--- src/rtl/pt_walk_pkg.sv ---
package pt_walk_pkg;

  // Entry bit positions used by the walker
  localparam int PTE_PRESENT  = 0;
  localparam int PTE_ACCESSED = 5;
  localparam int PTE_DIRTY    = 6;

  typedef enum logic [2:0] {
    ST_IDLE,
    ST_RD_REQ,
    ST_RD_WAIT,
    ST_WR_REQ,
    ST_DONE,
    ST_FAULT
  } walk_state_t;

endpackage

--- src/rtl/pt_entry_addr.sv ---
// Forms the byte address of the entry to read at the current level.
module pt_entry_addr #(
  parameter int LEVELS  = 4,
  parameter int IDX_W   = 9,
  parameter int LVL_W   = 2,
  parameter int VPN_W   = 36,
  parameter int FRAME_W = 40,
  parameter int PA_W    = 52
) (
  input  logic [VPN_W-1:0]   vpn,
  input  logic [LVL_W-1:0]   level,
  input  logic [FRAME_W-1:0] frame,
  output logic [PA_W-1:0]    addr
);

  localparam int OFS_W = PA_W - FRAME_W - IDX_W;

  logic [IDX_W-1:0] idx_by_level [LEVELS];

  for (genvar g = 0; g < LEVELS; g++) begin : g_idx
    assign idx_by_level[g] = vpn[IDX_W*g +: IDX_W];
  end

  assign addr = {frame, idx_by_level[level], {OFS_W{1'b0}}};

endmodule

--- src/rtl/pt_leaf_update.sv ---
// Computes the leaf entry with accessed (and on writes dirty) set.
module pt_leaf_update
  import pt_walk_pkg::*;
#(
  parameter int PTE_W = 64
) (
  input  logic [PTE_W-1:0] pte_in,
  input  logic             write_access,
  output logic [PTE_W-1:0] pte_out,
  output logic             changed
);

  logic [PTE_W-1:0] set_mask;

  always_comb begin
    set_mask = '0;
    set_mask[PTE_ACCESSED] = 1'b1;
    set_mask[PTE_DIRTY]    = write_access;
  end

  assign pte_out = pte_in | set_mask;
  assign changed = (pte_out != pte_in);

endmodule

--- src/rtl/pt_walk_ctrl.sv ---
// Walk sequencer: level counter, table frame, captured entry.
module pt_walk_ctrl
  import pt_walk_pkg::*;
#(
  parameter int LEVELS     = 4,
  parameter int VPN_W      = 36,
  parameter int FRAME_W    = 40,
  parameter int PTE_W      = 64,
  parameter int PAGE_SHIFT = 12,
  parameter int LVL_W      = 2
) (
  input  logic               clk,
  input  logic               rst_n,
  input  logic               req_valid,
  input  logic [VPN_W-1:0]   req_vpn,
  input  logic               req_write,
  input  logic [FRAME_W-1:0] root_frame,
  input  logic               mem_req_ready,
  input  logic               mem_rsp_valid,
  input  logic [PTE_W-1:0]   mem_rsp_data,
  input  logic [PTE_W-1:0]   leaf_pte,
  input  logic               leaf_changed,
  output walk_state_t        state,
  output logic [LVL_W-1:0]   level,
  output logic [FRAME_W-1:0] table_frame,
  output logic [VPN_W-1:0]   vpn,
  output logic               is_write,
  output logic [PTE_W-1:0]   entry
);

  localparam logic [LVL_W-1:0] TOP_LVL = LVL_W'(LEVELS - 1);

  walk_state_t        st_q, st_d;
  logic [LVL_W-1:0]   lvl_q, lvl_d;
  logic [FRAME_W-1:0] frm_q, frm_d;
  logic [VPN_W-1:0]   vpn_q, vpn_d;
  logic               wr_q, wr_d;
  logic [PTE_W-1:0]   pte_q, pte_d;
  logic               ld_en;

  assign ld_en = ((st_q == ST_IDLE) && req_valid) ||
                 ((st_q == ST_RD_WAIT) && mem_rsp_valid);

  always_comb begin
    st_d  = st_q;
    lvl_d = lvl_q;
    frm_d = frm_q;
    vpn_d = vpn_q;
    wr_d  = wr_q;
    pte_d = pte_q;
    case (st_q)
      ST_IDLE: begin
        if (req_valid) begin
          st_d  = ST_RD_REQ;
          lvl_d = TOP_LVL;
          frm_d = root_frame;
          vpn_d = req_vpn;
          wr_d  = req_write;
        end
      end
      ST_RD_REQ: begin
        if (mem_req_ready) st_d = ST_RD_WAIT;
      end
      ST_RD_WAIT: begin
        if (mem_rsp_valid) begin
          pte_d = mem_rsp_data;
          if (!mem_rsp_data[PTE_PRESENT]) begin
            st_d = ST_FAULT;
          end else if (lvl_q != '0) begin
            lvl_d = lvl_q - 1'b1;
            frm_d = mem_rsp_data[PAGE_SHIFT +: FRAME_W];
            st_d  = ST_RD_REQ;
          end else if (leaf_changed) begin
            pte_d = leaf_pte;
            st_d  = ST_WR_REQ;
          end else begin
            st_d = ST_DONE;
          end
        end
      end
      ST_WR_REQ: begin
        if (mem_req_ready) st_d = ST_DONE;
      end
      default: st_d = ST_IDLE;
    endcase
  end

  always_ff @(posedge clk or negedge rst_n) begin
    if (!rst_n) begin
      st_q  <= ST_IDLE;
      lvl_q <= '0;
      frm_q <= '0;
      vpn_q <= '0;
      wr_q  <= 1'b0;
      pte_q <= '0;
    end else begin
      st_q <= st_d;
      if (ld_en) begin
        lvl_q <= lvl_d;
        frm_q <= frm_d;
        vpn_q <= vpn_d;
        wr_q  <= wr_d;
        pte_q <= pte_d;
      end
    end
  end

  assign state       = st_q;
  assign level       = lvl_q;
  assign table_frame = frm_q;
  assign vpn         = vpn_q;
  assign is_write    = wr_q;
  assign entry       = pte_q;

endmodule

--- src/rtl/pt_walker.sv ---
module pt_walker
  import pt_walk_pkg::*;
#(
  parameter int LEVELS = 4,
  parameter int IDX_W  = 9,
  parameter int PTE_W  = 64,
  parameter int PA_W   = 52,
  localparam int PAGE_SHIFT = IDX_W + $clog2(PTE_W / 8),
  localparam int VPN_W      = IDX_W * LEVELS,
  localparam int FRAME_W    = PA_W - PAGE_SHIFT,
  localparam int LVL_W      = $clog2(LEVELS)
) (
  input  logic               clk,
  input  logic               rst_n,
  input  logic               req_valid,
  input  logic [VPN_W-1:0]   req_vpn,
  input  logic               req_write,
  input  logic [FRAME_W-1:0] root_frame,
  output logic               busy,
  output logic               mem_req_valid,
  input  logic               mem_req_ready,
  output logic               mem_req_write,
  output logic [PA_W-1:0]    mem_req_addr,
  output logic [PTE_W-1:0]   mem_req_wdata,
  input  logic               mem_rsp_valid,
  input  logic [PTE_W-1:0]   mem_rsp_data,
  output logic               walk_done,
  output logic               walk_fault,
  output logic [LVL_W-1:0]   fault_level,
  output logic [PTE_W-1:0]   result_pte
);

  // Reset asserts asynchronously, releases on the clock
  logic [1:0] rst_pipe;
  logic       rst_sync_n;

  always_ff @(posedge clk or negedge rst_n) begin
    if (!rst_n) rst_pipe <= 2'b00;
    else        rst_pipe <= {rst_pipe[0], 1'b1};
  end
  assign rst_sync_n = rst_pipe[1];

  walk_state_t        state;
  logic [LVL_W-1:0]   level;
  logic [FRAME_W-1:0] table_frame;
  logic [VPN_W-1:0]   vpn;
  logic               is_write;
  logic [PTE_W-1:0]   entry;
  logic [PTE_W-1:0]   leaf_pte;
  logic               leaf_changed;

  pt_leaf_update #(.PTE_W(PTE_W)) u_leaf (
    .pte_in       (mem_rsp_data),
    .write_access (is_write),
    .pte_out      (leaf_pte),
    .changed      (leaf_changed)
  );

  pt_walk_ctrl #(
    .LEVELS(LEVELS), .VPN_W(VPN_W), .FRAME_W(FRAME_W),
    .PTE_W(PTE_W), .PAGE_SHIFT(PAGE_SHIFT), .LVL_W(LVL_W)
  ) u_ctrl (
    .clk           (clk),
    .rst_n         (rst_sync_n),
    .req_valid     (req_valid),
    .req_vpn       (req_vpn),
    .req_write     (req_write),
    .root_frame    (root_frame),
    .mem_req_ready (mem_req_ready),
    .mem_rsp_valid (mem_rsp_valid),
    .mem_rsp_data  (mem_rsp_data),
    .leaf_pte      (leaf_pte),
    .leaf_changed  (leaf_changed),
    .state         (state),
    .level         (level),
    .table_frame   (table_frame),
    .vpn           (vpn),
    .is_write      (is_write),
    .entry         (entry)
  );

  pt_entry_addr #(
    .LEVELS(LEVELS), .IDX_W(IDX_W), .LVL_W(LVL_W),
    .VPN_W(VPN_W), .FRAME_W(FRAME_W), .PA_W(PA_W)
  ) u_addr (
    .vpn   (vpn),
    .level (level),
    .frame (table_frame),
    .addr  (mem_req_addr)
  );

  assign busy          = (state != ST_IDLE);
  assign mem_req_valid = (state == ST_RD_REQ) || (state == ST_WR_REQ);
  assign mem_req_write = (state == ST_WR_REQ);
  assign mem_req_wdata = entry;
  assign walk_done     = (state == ST_DONE);
  assign walk_fault    = (state == ST_FAULT);
  assign fault_level   = level;
  assign result_pte    = entry;

endmodule

--- config.mk ---
export PLATFORM = sky130hd
export DESIGN_NAME = pt_walker
export DESIGN_NICKNAME = d
export VERILOG_FILES = /design/src/rtl/pt_walk_pkg.sv /design/src/rtl/pt_entry_addr.sv /design/src/rtl/pt_leaf_update.sv /design/src/rtl/pt_walk_ctrl.sv /design/src/rtl/pt_walker.sv
export SDC_FILE = /design/constraint.sdc
export NUM_CORES = 1
export LEC_CHECK = 0
export ABC_CLOCK_PERIOD_IN_PS = 4200
export BUFFER_PORTS_ARGS = -buffer_cell sky130_fd_sc_hd__buf_2
export CAP_MARGIN = 20
export CELL_PAD_IN_SITES_DETAIL_PLACEMENT = 0
export CELL_PAD_IN_SITES_GLOBAL_PLACEMENT = 1
export CORE_UTILIZATION = 25
export DETAILED_ROUTE_END_ITERATION = 8
export GPL_ROUTABILITY_DRIVEN = 0
export MAX_ROUTING_LAYER = met4
export PLACE_DENSITY_LB_ADDON = 0.1
export SYNTH_ARGS = -nofsm -noshare
export SYNTH_HDL_FRONTEND = slang
export SYNTH_SLANG_ARGS = --single-unit
--- constraint.sdc ---
create_clock -name clk -period 4.2 [get_ports clk]
set_clock_uncertainty 0.05 [all_clocks]
set_input_delay 1.26 -clock clk [delete_from_list [all_inputs] [get_ports clk]]
set_output_delay 1.26 -clock clk [all_outputs]
set_load 0.02 [all_outputs]
==> impl_results.md <==
- Status: finished, final reports clean
- Pwr per Cell Area: 860 nW/µm²
- Clk_lat worst skew: 420 ps
- Reg2reg setup slack: 1730 ps
- Area grow syn2layout: 30.0%
- PostCTS Resize Cnt: 0
- Total CTS buffers: 17
- Routed Antenna Nets: 0
- Buf/Inv on CP: 1
- Vias per cell: 4.19
- GR Overflow Total: 0
- Final number of hold-violating endpoints: 0
- H-tree Lvls: 4
- Core ar.: 26900 µm²
- Starting DRT DRC Count: 122
- Worst slew margin: 35.6%
- Clock Path Buffers: 2
- CP startpoint: u_ctrl.level[0]$_DFFE_PN0P_
- Worst R2R Start: u_ctrl.state[1]$_DFFE_PN0P_
- DR vias: 4731
- Dpl hpwl: 12800 µm
- Max cap viols: 0
- Min Tclk post-route: 3290 ps
- Place WS: 1270 ps
- Final worst-path cycle share: 78.4%
- R2r worst-path depth: 6
- First-pass GRT wire length: 28000 µm
- Boundary Pins: 333
- Die Y: 167 µm
- Setup TNS: 0 ps
- Hold Crit Depth: 0
- Diodes inserted: 0
- Crit Path Class: register to output port
- Wire length on met1: 7590 µm
- Top cell type's share of synthesized area: 54.2%
- Synth area leaders: dfrtp_1 54%, mux2_2 12%, buf_4 8.2%, mux2i_1 6.0%, mux2_4 4.4%
- Clock sink count: 148
- Most frequent cells in the layout: 329 x buf_2, 147 x dfrtp_1, 74 x mux2_2
- Port bufs: 329
- Combinational Power Share: 46.6%
- Row Count: 60
- Total Wirelength: 17800 µm
- VDD IR max: 0.300 mV
- Area of the mapped netlist: 6830 µm²
- Synthesized flop and latch total: 148
- First-pass detailed-route iteration total: 4
- Die Area: 28000 µm²
- Critical Path, Cell by Cell: mux4_2 > buf_2
- Yosys warning count: 0
- Starting density of the core: 25.4%
- Worst EP required: 2890 ps
- RSZ-0062 raised after global routing: false
- Worst-path fanout max: 12
- Hold path start: rst_pipe[0]$_DFF_PN0_
- Cells after synthesis: 515
- Worst EP arrival: 1980 ps
- CP Launch Type: register
- P_sw: 3250 µW
- Met2 routed WL: 9050 µm
- Vias in the first global route: 4947
- Cell taking the most area after synthesis: dfrtp_1
- Cts hold-fix bufs: 0
- Sequential power share: 34.2%
- Max Transition Viols Final: 0
- Fmax: 304 MHz
- CP peak stage delay: 810 ps
- Switching Share: 42.5%
- Max Used Layer: met4
- Tightest hold margin: 305 ps
- Share of cells above drive strength 1: 60.3%
- Crit. End Element: output port
- CTS tree: yes
- Antenna violations before repair: 0
- Internal: 4390 µW
- Worst Tran Pin Value: 967 ps
- Worst Hold Class: register to register
- Clk root buf: clkbuf_16
- Die Width: 167 µm
- Clock Power Share: 19.1%
- Hold-critical path endpoint: rst_pipe[1]$_DFF_PN0_
- WL met3: 1000 µm
- Clk slew on worst S/H paths: 70 ps
- Setup Fix Bufs, Post-CTS: 0
- WL/cell: 15.8 µm
- Distinct cell type count after synthesis: 33
- Final nets: 924
- R2R Path End: u_ctrl.table_frame[26]$_DFFE_PN0P_
- Gr usage total: 13.4%
- Slowest CP cell: dfrtp_1
- DRC: 0
- Sequential fraction of the synthesis area: 54.2%
- CP top delay family: flip-flops
- Largest net degree at the start of global routing: 68
- Final worst slack: 905 ps
- Avg Synthesized Cell Area: 13.3 µm²
- Leakage: 0.00445 µW
- # setup viols final: 0
- Commonest non-fill, non-tap cell in the layout: buf_2
## worst reg2reg max path: stages, from the launching register on
cell and delay [ps]:
dfrtp_1 550, nor3b_4 300, buf_4 730, a41oi_4 190, buf_4 290, nand2_1 140, o21ai_0 80
## sequential cells by signal, summed over array words and instances (netlist names)
name,count
u_ctrl.state,3
u_ctrl.vpn,36
u_ctrl.level,2
u_ctrl.entry,64
rst_pipe,2
u_ctrl.table_frame,40
u_ctrl.is_write,1
## Yosys cell counts
cell	count
mux4_2	9
inv_1	4
xor2_1	1
nor2_1	3
buf_4	75
nor4b_2	1
a22o_1	1
buf_2	11
a41oi_2	1
dfrtp_1	148
mux2_2	74
o21ai_1	12
a31oi_1	2
nor2b_1	1
mux2i_1	41
and2_1	1
clkbuf_1	3
mux2_4	20
a21boi_0	1
nor3b_2	1
o21ai_0	32
nand2b_1	1
nor3b_1	2
and3_1	2
or3_1	1
buf_6	7
nand2_1	46
mux2_1	5
ha_1	2
o32ai_1	1
nand2_2	1
a21oi_1	3
conb_1	2
## worst max path at each step
| stage | endpoint | slack [ps] | depth (start not counted) |
|---|---|---|---|
| floorplan | mem_req_addr[10] | 1510 | 2 |
| global placement | mem_req_addr[4] | 1320 | 2 |
| detailed placement | mem_req_addr[7] | 1270 | 2 |
| global route | mem_req_addr[8] | 750 | 2 |
| CTS | mem_req_addr[7] | 820 | 2 |
| finish | mem_req_addr[4] | 910 | 2 |
## kinds of logic after synthesis
kind of cell	share of synthesized area [%]
compound gates	4.23
fa+ha+maj	0.366
other cells	0.110
mux	26.4
flops	54.2
xor+xnor	0.128
buf+inv	10.6
simple gates	3.96
## routing by layer
layer  up-vias  global-route usage (%)
met4         0                    3.19
met3         9                    3.62
li1       2234                       -
met1      2300                    15.7
met5         -                       -
met2       188                    22.7
## power by group through the flow
| stage | sequential [µW] | combinational [µW] | clock (µW) |
|---|---|---|---|
| floorplan | 3150 | 2280 | 0 |
| global placement | 2620 | 3620 | 0 |
| detailed placement | 2650 | 3630 | 0 |
| CTS | 2630 | 3620 | 1530 |
| global route | 2740 | 3820 | 1580 |
| finish | 2620 | 3560 | 1460 |
## layout make-up
class	count	area [µm²]
clock buffers	17	425
multi-input cells	269	2440
fillers	2766	18000
clock inverters	15	133
repair buffers	336	1730
flip-flops and latches	148	3710
inverters	4	15.0
well taps	341	427
## stage by stage
stage / cells / area (µm²) / util, % / total power [µW]
finish: 1130 / 8880 / 33.0 / 7640
CTS: 1129 / 8850 / 32.9 / 7780
detailed placement: 1097 / 8300 / 30.9 / 6270
floorplan: 517 / 6840 / - / 5420
global placement: 1097 / 8300 / 30.9 / 6240
global route: 1130 / 8880 / 33.0 / 8140
Note: power is estimated with default switching activity, not from simulation.
